File: config.mk
export PLATFORM = sky130hd
export DESIGN_NAME = circ_selftest_reg
export DESIGN_NICKNAME = d
export VERILOG_FILES = /design/src/rtl/circ_st_pkg.sv /design/src/rtl/circ_st_adder.sv /design/src/rtl/circ_st_ctrl.sv /design/src/rtl/circ_st_core.sv /design/src/rtl/circ_selftest_reg.sv
export SDC_FILE = /design/constraint.sdc
export NUM_CORES = 1
export LEC_CHECK = 0
export ABC_AREA = 1
export CAP_MARGIN = 10
export CORE_ASPECT_RATIO = 0.75
export CORE_MARGIN = 5
export CORE_UTILIZATION = 53
export CTS_BUF_LIST = sky130_fd_sc_hd__clkbuf_8
export DETAILED_ROUTE_END_ITERATION = 6
export PLACE_DENSITY = 0.88
export SYNTH_ARGS = -nofsm -noshare
export SYNTH_HDL_FRONTEND = slang
export SYNTH_HIERARCHICAL = 1
export SYNTH_SLANG_ARGS = --single-unit
File: constraint.sdc
create_clock -name clk -period 3.5 [get_ports clk]
set_input_delay 0.7 -clock clk [delete_from_list [all_inputs] [get_ports clk]]
set_output_delay 0.7 -clock clk [all_outputs]
set_load 0.01 [all_outputs]
File: src/rtl/circ_st_pkg.sv
`timescale 1ns/1ps
package circ_st_pkg;
  typedef enum logic [1:0] {
    ST_IDLE = 2'd0,
    ST_RUN  = 2'd1,
    ST_DONE = 2'd2
  } run_state_e;
endpackage

File: src/rtl/circ_st_adder.sv
`timescale 1ns/1ps
module circ_st_adder #(
  parameter int W = 4
) (
  input  logic [W-1:0] state_i,
  output logic [W-1:0] resp_o
);
  localparam int H = W / 2;

  function automatic logic [W-1:0] add_resp(input logic [W-1:0] cur);
    logic [H:0] sum;
    sum = {1'b0, cur[H-1:0]} + {1'b0, cur[2*H-1:H]};
    return W'(sum);
  endfunction

  assign resp_o = add_resp(state_i);
endmodule

File: src/rtl/circ_st_ctrl.sv
`timescale 1ns/1ps
module circ_st_ctrl
  import circ_st_pkg::*;
#(
  parameter int CW = 8
) (
  input  logic          clk,
  input  logic          rst_n,
  input  logic          test_mode,
  input  logic          start,
  input  logic [CW-1:0] cycles,
  output logic          load_seed,
  output logic          step_en,
  output logic          par_load,
  output logic          busy,
  output logic          done
);
  run_state_e    st;
  logic [CW-1:0] cnt;
  logic          last_step;

  assign load_seed = test_mode & start;
  assign par_load  = ~test_mode;
  assign step_en   = test_mode & ~start & (st == ST_RUN);
  assign last_step = (cnt == CW'(1));
  assign busy      = (st == ST_RUN);
  assign done      = (st == ST_DONE);

  always_ff @(posedge clk or negedge rst_n) begin
    if (!rst_n) begin
      st  <= ST_IDLE;
      cnt <= '0;
    end else if (!test_mode) begin
      st  <= ST_IDLE;
      cnt <= '0;
    end else if (start) begin
      cnt <= cycles;
      st  <= (cycles == '0) ? ST_DONE : ST_RUN;
    end else if (st == ST_RUN) begin
      cnt <= cnt - CW'(1);
      if (last_step) st <= ST_DONE;
    end
  end

  assert_run_cnt_live_R5: assert property (@(posedge clk) disable iff (!rst_n)
    (st == ST_RUN) |-> (cnt != '0));
  assert_zero_count_done_R5: assert property (@(posedge clk) disable iff (!rst_n)
    (test_mode && start && cycles == '0) |=> done);
  assert_start_arms_R8: assert property (@(posedge clk) disable iff (!rst_n)
    (test_mode && start && cycles != '0) |=> (busy && cnt == $past(cycles)));
  assert_step_counts_down_R5: assert property (@(posedge clk) disable iff (!rst_n)
    (step_en && !last_step) |=> (busy && cnt == $past(cnt) - CW'(1)));
endmodule

File: src/rtl/circ_st_core.sv
`timescale 1ns/1ps
module circ_st_core #(
  parameter int W = 4
) (
  input  logic         clk,
  input  logic         rst_n,
  input  logic         par_load,
  input  logic         load_seed,
  input  logic         step_en,
  input  logic [W-1:0] seed,
  input  logic [W-1:0] taps,
  input  logic [W-1:0] norm_data,
  input  logic [W-1:0] resp,
  output logic [W-1:0] state_o
);
  localparam logic [W-1:0] TAP_USE = {{(W-1){1'b1}}, 1'b0};

  function automatic logic [W-1:0] next_state(
    input logic [W-1:0] cur,
    input logic [W-1:0] tap,
    input logic [W-1:0] rsp
  );
    logic [W-1:0] rot;
    logic [W-1:0] fb;
    rot = {cur[W-2:0], cur[W-1]};
    fb  = (tap & TAP_USE) & {W{cur[W-1]}};
    return rot ^ fb ^ rsp;
  endfunction

  logic [W-1:0] state_q;
  assign state_o = state_q;

  always_ff @(posedge clk or negedge rst_n) begin
    if (!rst_n)          state_q <= '0;
    else if (par_load)   state_q <= norm_data;
    else if (load_seed)  state_q <= seed;
    else if (step_en)    state_q <= next_state(state_q, taps, resp);
  end

  assert_seed_load_R2: assert property (@(posedge clk) disable iff (!rst_n)
    (!par_load && load_seed) |=> (state_q == $past(seed)));
  assert_hold_when_idle_R6: assert property (@(posedge clk) disable iff (!rst_n)
    (!par_load && !load_seed && !step_en) |=> $stable(state_q));
  assert_parallel_load_R7: assert property (@(posedge clk) disable iff (!rst_n)
    par_load |=> (state_q == $past(norm_data)));
endmodule

File: src/rtl/circ_selftest_reg.sv
`timescale 1ns/1ps
module circ_selftest_reg #(
  parameter int W  = 4,
  parameter int CW = 8
) (
  input  logic          clk,
  input  logic          rst_n,
  input  logic          test_mode,
  input  logic          start,
  input  logic [W-1:0]  seed,
  input  logic [W-1:0]  taps,
  input  logic [CW-1:0] cycles,
  input  logic [W-1:0]  norm_data,
  output logic [W-1:0]  signature,
  output logic [W-1:0]  resp,
  output logic          busy,
  output logic          done
);
  logic load_seed;
  logic step_en;
  logic par_load;
  logic [W-1:0] state_w;

  circ_st_ctrl #(.CW(CW)) ctrl_i (
    .clk(clk), .rst_n(rst_n), .test_mode(test_mode), .start(start),
    .cycles(cycles), .load_seed(load_seed), .step_en(step_en),
    .par_load(par_load), .busy(busy), .done(done)
  );

  circ_st_core #(.W(W)) core_i (
    .clk(clk), .rst_n(rst_n), .par_load(par_load), .load_seed(load_seed),
    .step_en(step_en), .seed(seed), .taps(taps), .norm_data(norm_data),
    .resp(resp), .state_o(state_w)
  );

  circ_st_adder #(.W(W)) uut_i (
    .state_i(state_w), .resp_o(resp)
  );

  assign signature = state_w;

  assert_busy_done_excl_R9: assert property (@(posedge clk) disable iff (!rst_n)
    !(busy && done));
  assert_normal_quiet_R7: assert property (@(posedge clk) disable iff (!rst_n)
    !test_mode |=> (!busy && !done));
endmodule

# --- Yosys cells after proc, flatten, opt, wreduce, memory -nomap -nowiden ---
# Index checks and enable logic that the tools add are counted.
word_totals:
  latch_bits: 0
  mem_bits_rw: 0
  rom_bits: 0
  out_inout_bits: 10
  register_bits: 14
  input_bits: 24
  n_memories: 0
  word_cells: 31
classes:
  n_eq_ne: 6
  n_div: 0
  shift: 0
  n_mux: 11
  reduce_logical: 2
  order_cmp: 0
  add_sub_neg: 2
  bitwise: 7
  mul: 0
op_table:
  columns: ["op", "count"]
  rows:
  - ["8-bit two-way mux", 3]
  - ["4-bit two-way mux", 3]
  - ["2-bit two-way mux", 5]
  - ["3-bit by 1-bit inequality test with 1-bit output, second input constant", 3]
  - ["8-bit by 1-bit == test with 1-bit output, second input constant", 1]
  - ["8-bit logical NOT", 1]
  - ["8-bit by 1-bit subtractor with 8-bit output, second input constant", 1]
  - ["4-bit AND", 1]
  - ["4-bit by 3-bit bitwise XOR with 4-bit output", 1]
  - ["4-bit bitwise XOR", 1]
  - ["2-bit by 2-bit adder with 3-bit output", 1]
  - ["1-bit AND", 3]
  - ["2-bit by 1-bit == test with 1-bit output, second input constant", 1]
  - ["2-bit == test, second input constant", 1]
  - ["2-bit AND reduction", 1]
  - ["1-bit inverter", 1]

# --- Depth between registers and ports, before layout ---
# Gate-level depths: netlist of run 1.
depth:
  word_depth: 6
  ltp_mapped: 10
  ltp_nobuf: 10

# --- Cells and area by module ---
# Netlist of run 1, hierarchy kept.
modules_own_cells:
  columns: ["module", "seq_area_each_um2", "area_each_um2", "cells_per_inst", "n_inst"]
  rows:
  - ["circ_st_ctrl", 250.2, 716.9, 106, 1]
  - ["circ_st_core", 100.1, 409.1, 74, 1]
  - ["circ_st_adder", 0.0, 62.6, 9, 1]

# --- Worst setup path before layout of run 1 ---
# No wires, ideal clock.
synth_path:
  path_kind: "register -> output"
  startpoint: "register core_i.state_q[0], in the netlist core_i/state_o[0]"
  endpoint: "output resp[1]"
  required_time_ps: 2800
  setup_slack_ps: 1553
  stages_incl_launch_ff: 5
  path_buffers: 0
  t_arrival_ps: 1247
  cell_sequence: "dfrtp_1 ha_1 inv_1 fa_1 inv_1"
synth_between:
  elab_chain_cells: 1
synth_rtl:
  columns: ["item", "line_no", "rtl"]
  rows:
  - ["start, declared", "circ_st_core.sv:30", "logic [W-1:0] state_q;"]
  - ["start signal, assigned", "circ_st_core.sv:35", "else if (par_load) state_q <= norm_data;"]
  - ["start signal, assigned", "circ_st_core.sv:37", "else if (step_en) state_q <= next_state(state_q, taps, resp);"]
  - ["2-bit by 2-bit adder with 3-bit output", "circ_st_adder.sv:12", "sum = {1'b0, cur[H-1:0]} + {1'b0, cur[2*H-1:H]};"]
  - ["end, declared", "circ_selftest_reg.sv:15", "output logic [W-1:0] resp,"]
# Every way passes these cells.

# --- Worst setup path after layout of run 1 ---
# Ends and elaborated chain as after synthesis.

==> results.ini, run 1 <==
[place]
port_buffers=31
post-dp-hpwl_um=2470
gp_routability_congestion=0.884

[yosys]
synth_cells=189
syn_nets=217
synthMuxAreaShare_pct=0
synth.distinct_cells=27
synth-adder-area-share_pct=4.84
yosys_register_bits=14
complex_gate_fraction_of_the_synthesized_area_pct=8.32
synth_sequential_area_ratio_pct=29.5
synth.yosys.warnings=6
asyncSetResetFlopFracSynth_pct=100
syn_avg_cell_area_sq_um=6.29
count_of_flip_flops_with_a_built_in_enable_after_synthesis=0
dominantRegCellSynth=dfrtp_1
synth-xor-area-share_pct=0
mappedNetlistArea_sq_um=1190
synth_simple_gate_area_share_pct=43.8
synth_top_family_by_area=simple AND/OR/NAND/NOR gates

[cells_and_area]
fillerInstances=161
seq_area_sq_um=350
area_delta_synth_final_pct=32.6
multiInputGateArea_sq_um=681
n_antenna_cell=0
finalNetCount=252
share_of_cells_above_drive_strength_1_pct=9.42

[drt]
wl_per_cell_um=12.8
drt_iter0_drc=89
drc=0
post_drt_via_cell_ratio=5.18
drtAntennaViolNets=0
drt_pass1_iterations=4
total_wire_length_um=3160
vias=1280

[die]
fp.dieH_um=51.0
rows=14
die_x_um=64.7
die-area_sq_um=3300
floorplan.io_pins=34
starting_density_of_the_core_pct=57.5
core_area_sq_um=2070

[timing]
totalNegativeSetupSlack_ns=0
timing.slew.headroom_pct=53.9
worst_slew_pin_slew_ns=0.689
min_period_over_period_pct=78.7
timing.final.hold_violations=0
final.setup_skew_ns=0.00302
period_minus_slack_ns=2.75
final_setup_violations=0
slew_viol_final=0
max_freq_mhz=363
grt_setup_unrepaired=false

[clocking]
ctsResizeCount=0
cts_max_path_buffers=2
cts_tree=done
clk-insertion-delay-late_ns=0.25
numClockSinks=14
cts.clk_slew.worst_paths_ns=0.06
clock_root_buffer=clkbuf_8
post_cts_hold_buffer_count=0
cts_made_buffers=3
ctsHtreeMaxLevel=1
post_cts.repair.setup_buffers=0

[global_route]
via_count_of_the_first_global_routing_pass=1208
grt_start_max_net_pins=15
grt_pass1_wl_um=5330
gr-total-overflow=0
antenna_found_initial=0
grt_usage_pct=20.5

[run_status]
status=complete, no violations

[pwr]
p_leak_nw=0.791
vdd_ir_drop_max_v=0.000260
pwr_density_cell_nw_per_um2=377
p_total_w=0.000594

[worst_setup_path]
critical_path.endpoint_type=primary output
regToRegStartpoint=core_i/state_o[0]
required_ns=2.80
crit_path_start_kind=flop
reg2reg_slack_ns=1.79
reg2regPathDepth=9
criticalPathCategory=flop to primary output
cp.arrival_ns=2.05
regToRegEndpoint=core_i/state_o[1]
worstPathMaxFanout=6

[min_path]
sink_of_the_worst_hold_path=ctrl_i/cnt[7]
hold_path_depth=2
timing.hold.worst.start=ctrl_i/cnt[7]
timing.hold.worst.class=flop to flop

[job]
max_cap_viol_count=0

-- routing by layer --
layer	GRT usage, %	vias to the layer above	part of all wire (%)
met3	4.82	4	5.6
met4	4.91	0	0.35
met5	0	-	0
met2	34.2	39	49
met1	27.2	582	45
li1	-	655	-
-- worst max-delay path: stages (launching register included) --
cell	delay (ns)
dfrtp_1	0.45
ha_1	0.23
inv_1	0.07
fa_1	0.40
inv_1	0.12
clkdlybuf4s50_1	0.55
-- power breakdown --
group | switching (W) | internal [W]
sequential | 0.0000225 | 0.000181
clock | 0.0000600 | 0.0000997
combinational | 0.000128 | 0.000103
total | 0.000211 | 0.000383
-- how the worst max path moves through the flow --
| stage | slack, ns | cells after the start | from | to |
|---|---|---|---|---|
| CTS | 0.75 | 5 | core_i/state_o[0] | resp[1] |
| detailed placement | 1.02 | 5 | core_i/state_o[0] | resp[1] |
| floorplan | 1.55 | 4 | core_i/state_o[0] | resp[1] |
| global route | 0.71 | 5 | core_i/state_o[0] | resp[1] |
| finish | 0.75 | 5 | core_i/state_o[0] | resp[1] |
| global placement | 1.04 | 5 | core_i/state_o[0] | resp[1] |
-- kinds of logic after synthesis --
family	Yosys count
fa+ha+maj	4
compound gates	18
simple gates	113
other cells	1
flops	14
buf+inv	39
-- registers in the layout, summed over array words and instances (netlist names) --
| name | cells |
|---|---|
| ctrl_i/st | 2 |
| core_i/state_o | 4 |
| ctrl_i/cnt | 8 |
-- metrics by stage --
stage	cells	hold WS, ns	setup WS [ns]	utilization [%]	instance area, sq um
after global placement	243	0.503	1.04	73.6	1520
final	247	0.550	0.746	76.3	1580
after CTS	247	0.543	0.745	76.3	1580
after global routing	247	0.591	0.705	76.3	1580
after detailed placement	243	0.500	1.02	73.6	1520
after floorplan	189	0.404	1.55	-	1190
-- placed cells by master (no fill, tap or decap), drive strengths merged --
cell / instances
nand3b: 1
nand4: 2
nand2: 59
ha: 3
dfrtp: 14
a22oi: 1
a21oi: 4
inv: 35
fa: 1
o211ai: 1
nand3: 25
nor2: 26
o21ai: 12
clkinv: 3
clkbuf: 4
conb: 1
clkdlybuf4s50: 31
-- synth_stat cells (2+ instances only) --
cell | instances | area share (%)
ha_1 | 3 | 3.2
o21ai_0 | 4 | 1.7
nand4_1 | 2 | 1.1
dfrtp_1 | 14 | 29
nand3_2 | 2 | 1.7
clkinv_1 | 3 | 0.95
inv_2 | 7 | 2.2
nand3_1 | 22 | 9.3
a21oi_1 | 4 | 1.7
nor2_1 | 23 | 7.3
nand2_1 | 58 | 18
inv_1 | 26 | 8.2
o21ai_1 | 7 | 2.9
-- layout make-up --
cell class                      instances  area share, %
Clock buffer                            4           3.49
Inverter                               38           9.52
Multi-Input combinational cell        136           43.2
Sequential cell                        14           22.2
Tap cell                               24           1.90
Timing Repair Buffer                   31           19.7
(Power assumes the default switching activity.)
==> inputs of run 2 (changes only) <==
Settings changed: CORE_UTILIZATION 53 to 44, PLACE_DENSITY 0.88 to 0.78.
Clock period 3.5 ns to 2.2 ns, I/O delays scaled along.
==> results.ini, run 2 (synthesis results as in run 1) <==
[worst_setup_path]
cp_cell_sequence=ha_1 -> inv_1 -> fa_1 -> inv_1 -> dlygate4sd2_1
required_ns=1.76  ; -1.04 ns
cpLargestDelayFamily=adder cells
critical_path.endpoint_type=primary output
buffers_plus_inverters_on_the_worst_setup_path=3  ; unchanged
cp.arrival_ns=1.62  ; -0.43 ns
criticalPathCategory=flop to primary output
crit_path_start_kind=flop
path_common_cell=inv_1
worstPathMaxFanout=2  ; -4
delay_of_the_slowest_critical_path_stage_ns=0.40  ; -0.15 ns
cp_slowest_cell=dfrtp_1

[timing]
min_period_over_period_pct=93.7
grt_setup_unrepaired=false
worst_slew_pin_slew_ns=0.643  ; -0.0461 ns
timing.slew.headroom_pct=57.0  ; +3.1 points
period_minus_slack_ns=2.06
timing.final.hold_violations=0  ; unchanged
slew_viol_final=0  ; unchanged
totalNegativeSetupSlack_ns=0  ; unchanged
max_freq_mhz=485
final_setup_violations=0  ; unchanged
final.setup_skew_ns=0.00438  ; +0.00136 ns

[die]
die_x_um=70.0  ; +8.2%
fp.dieH_um=55.0  ; +7.8%
core_area_sq_um=2600  ; +26%
starting_density_of_the_core_pct=45.7  ; -12 points
rows=16  ; +2
floorplan.io_pins=34  ; unchanged
die-area_sq_um=3850  ; +17%

[clocking]
cts_made_buffers=3  ; unchanged
clk-insertion-delay-late_ns=0.25  ; about the same
cts_max_path_buffers=2  ; unchanged
cts.clk_slew.worst_paths_ns=0.05  ; about the same
ctsHtreeMaxLevel=1  ; unchanged
numClockSinks=14  ; unchanged
post_cts_hold_buffer_count=0  ; unchanged
clock_root_buffer=clkbuf_8
cts_tree=done

[drt]
drtAntennaViolNets=0  ; unchanged
total_wire_length_um=3160  ; unchanged
wl_per_cell_um=12.0  ; -6.1%
drt_iter0_drc=40  ; -55%
vias=1268  ; -0.94%
post_drt_via_cell_ratio=4.82  ; -7.0%
drt_pass1_iterations=4  ; unchanged
drc=0  ; unchanged

[cells_and_area]
postLayoutCellArea_sq_um=1610  ; +2.3%
largest_register_ffs=8  ; unchanged
area_delta_synth_final_pct=35.7
register_ranked_first_by_flip_flop_count=ctrl_i/cnt
n_antenna_cell=0  ; unchanged
finalNetCount=257  ; +2.0%
post_layout_utilization_of_the_core_pct=62.0  ; -14 points
highest_count_cells_in_the_layout_ignoring_fill_and_taps=nand2_1, clkdlybuf4s50_1, inv_1, nor2_1, nand3_1
share_of_cells_above_drive_strength_1_pct=11.0  ; +1.6 points
mostFrequentLayoutCell=nand2_1
layout.cells.non_filler=263  ; +6.5%

[global_route]
via_count_of_the_first_global_routing_pass=1098  ; -9.1%
grt_usage_pct=17.0  ; -3.5 points
grt_pass1_wl_um=5080  ; -4.7%
grt_start_max_net_pins=15  ; unchanged
gr-total-overflow=0  ; unchanged
antenna_found_initial=0  ; unchanged

[place]
post-dp-hpwl_um=2540  ; +2.6%
postPlaceCellArea_sq_um=1570  ; +3.0%
gp_routability_congestion=0.876  ; -0.88%
cell_total_after_placement=259  ; +6.6%
port_buffers=31  ; unchanged

[pwr]
p_leak_nw=0.813  ; +2.8%
pwr_density_cell_nw_per_um2=566  ; +50%
p_total_w=0.000913  ; +54%
vdd_ir_drop_max_v=0.000372  ; +43%

[job]
max_cap_viol_count=0  ; unchanged

[run_status]
status=complete, no violations

[min_path]
timing.hold.worst.class=flop to flop

run 2: repair_timing:
item / 4_1_cts / 5_1_grt
setup buffers: 1 / 0
resized for setup: 2 / 0
endpoints found under the setup margin: 2 / 0
run 2: worst paths after layout:
check | slack, ns | cells after the start | endpoint | startpoint
min in group asynchronous | 0.59 | 1 | ctrl_i/cnt[4] | rst_n
worst min-delay path | 0.51 | 2 | ctrl_i/cnt[7] | ctrl_i/cnt[7]
worst max-delay path | 0.14 | 5 | resp[1] | core_i/state_o[2]
max in group asynchronous | 1.19 | 1 | ctrl_i/st[0] | rst_n
worst min register to register | 0.51 | 2 | ctrl_i/cnt[7] | ctrl_i/cnt[7]
worst max register to register | 0.52 | 11 | core_i/state_o[1] | core_i/state_o[2]
run 2: cell type report:
type                       instances  area (sq um)
fill                             257           990
inverter                          38           150
clock buffer                       3          41.3
sequential                        14           350
multi-input combinational        136           681
timing repair buffer              36           345
tap                               36          45.0
run 2: metal layers:
metal	track usage (%)	wire (um)	vias up
met3	3.97	157	7
met2	26.2	1380	36
li1	-	-	661
met4	4.46	31	0
met5	0	0	-
met1	24.2	1590	564
run 2: through the flow:
stage	worst slack, ns	hold WS [ns]
2_1_floorplan	0.513	0.144
3_3_place_gp	0.133	0.494
3_5_place_dp	0.126	0.499
4_1_cts	0.130	0.513
5_1_grt	0.0575	0.551
6_report	0.139	0.514
run 2: power by group:
group	switching, W	total (W)	internal [W]	leakage, nW
Sequential	0.0000270	0.000315	0.000288	0.178
Combinational	0.000215	0.000392	0.000178	0.614
Clock	0.0000851	0.000206	0.000121	0.0216
Total	0.000327	0.000913	0.000586	0.813
run 2: tightest hold or removal path: stages, from the launching register on:
cell,delay (ns)
dfrtp_1,0.34
nand3_1,0.07
nand2_1,0.07
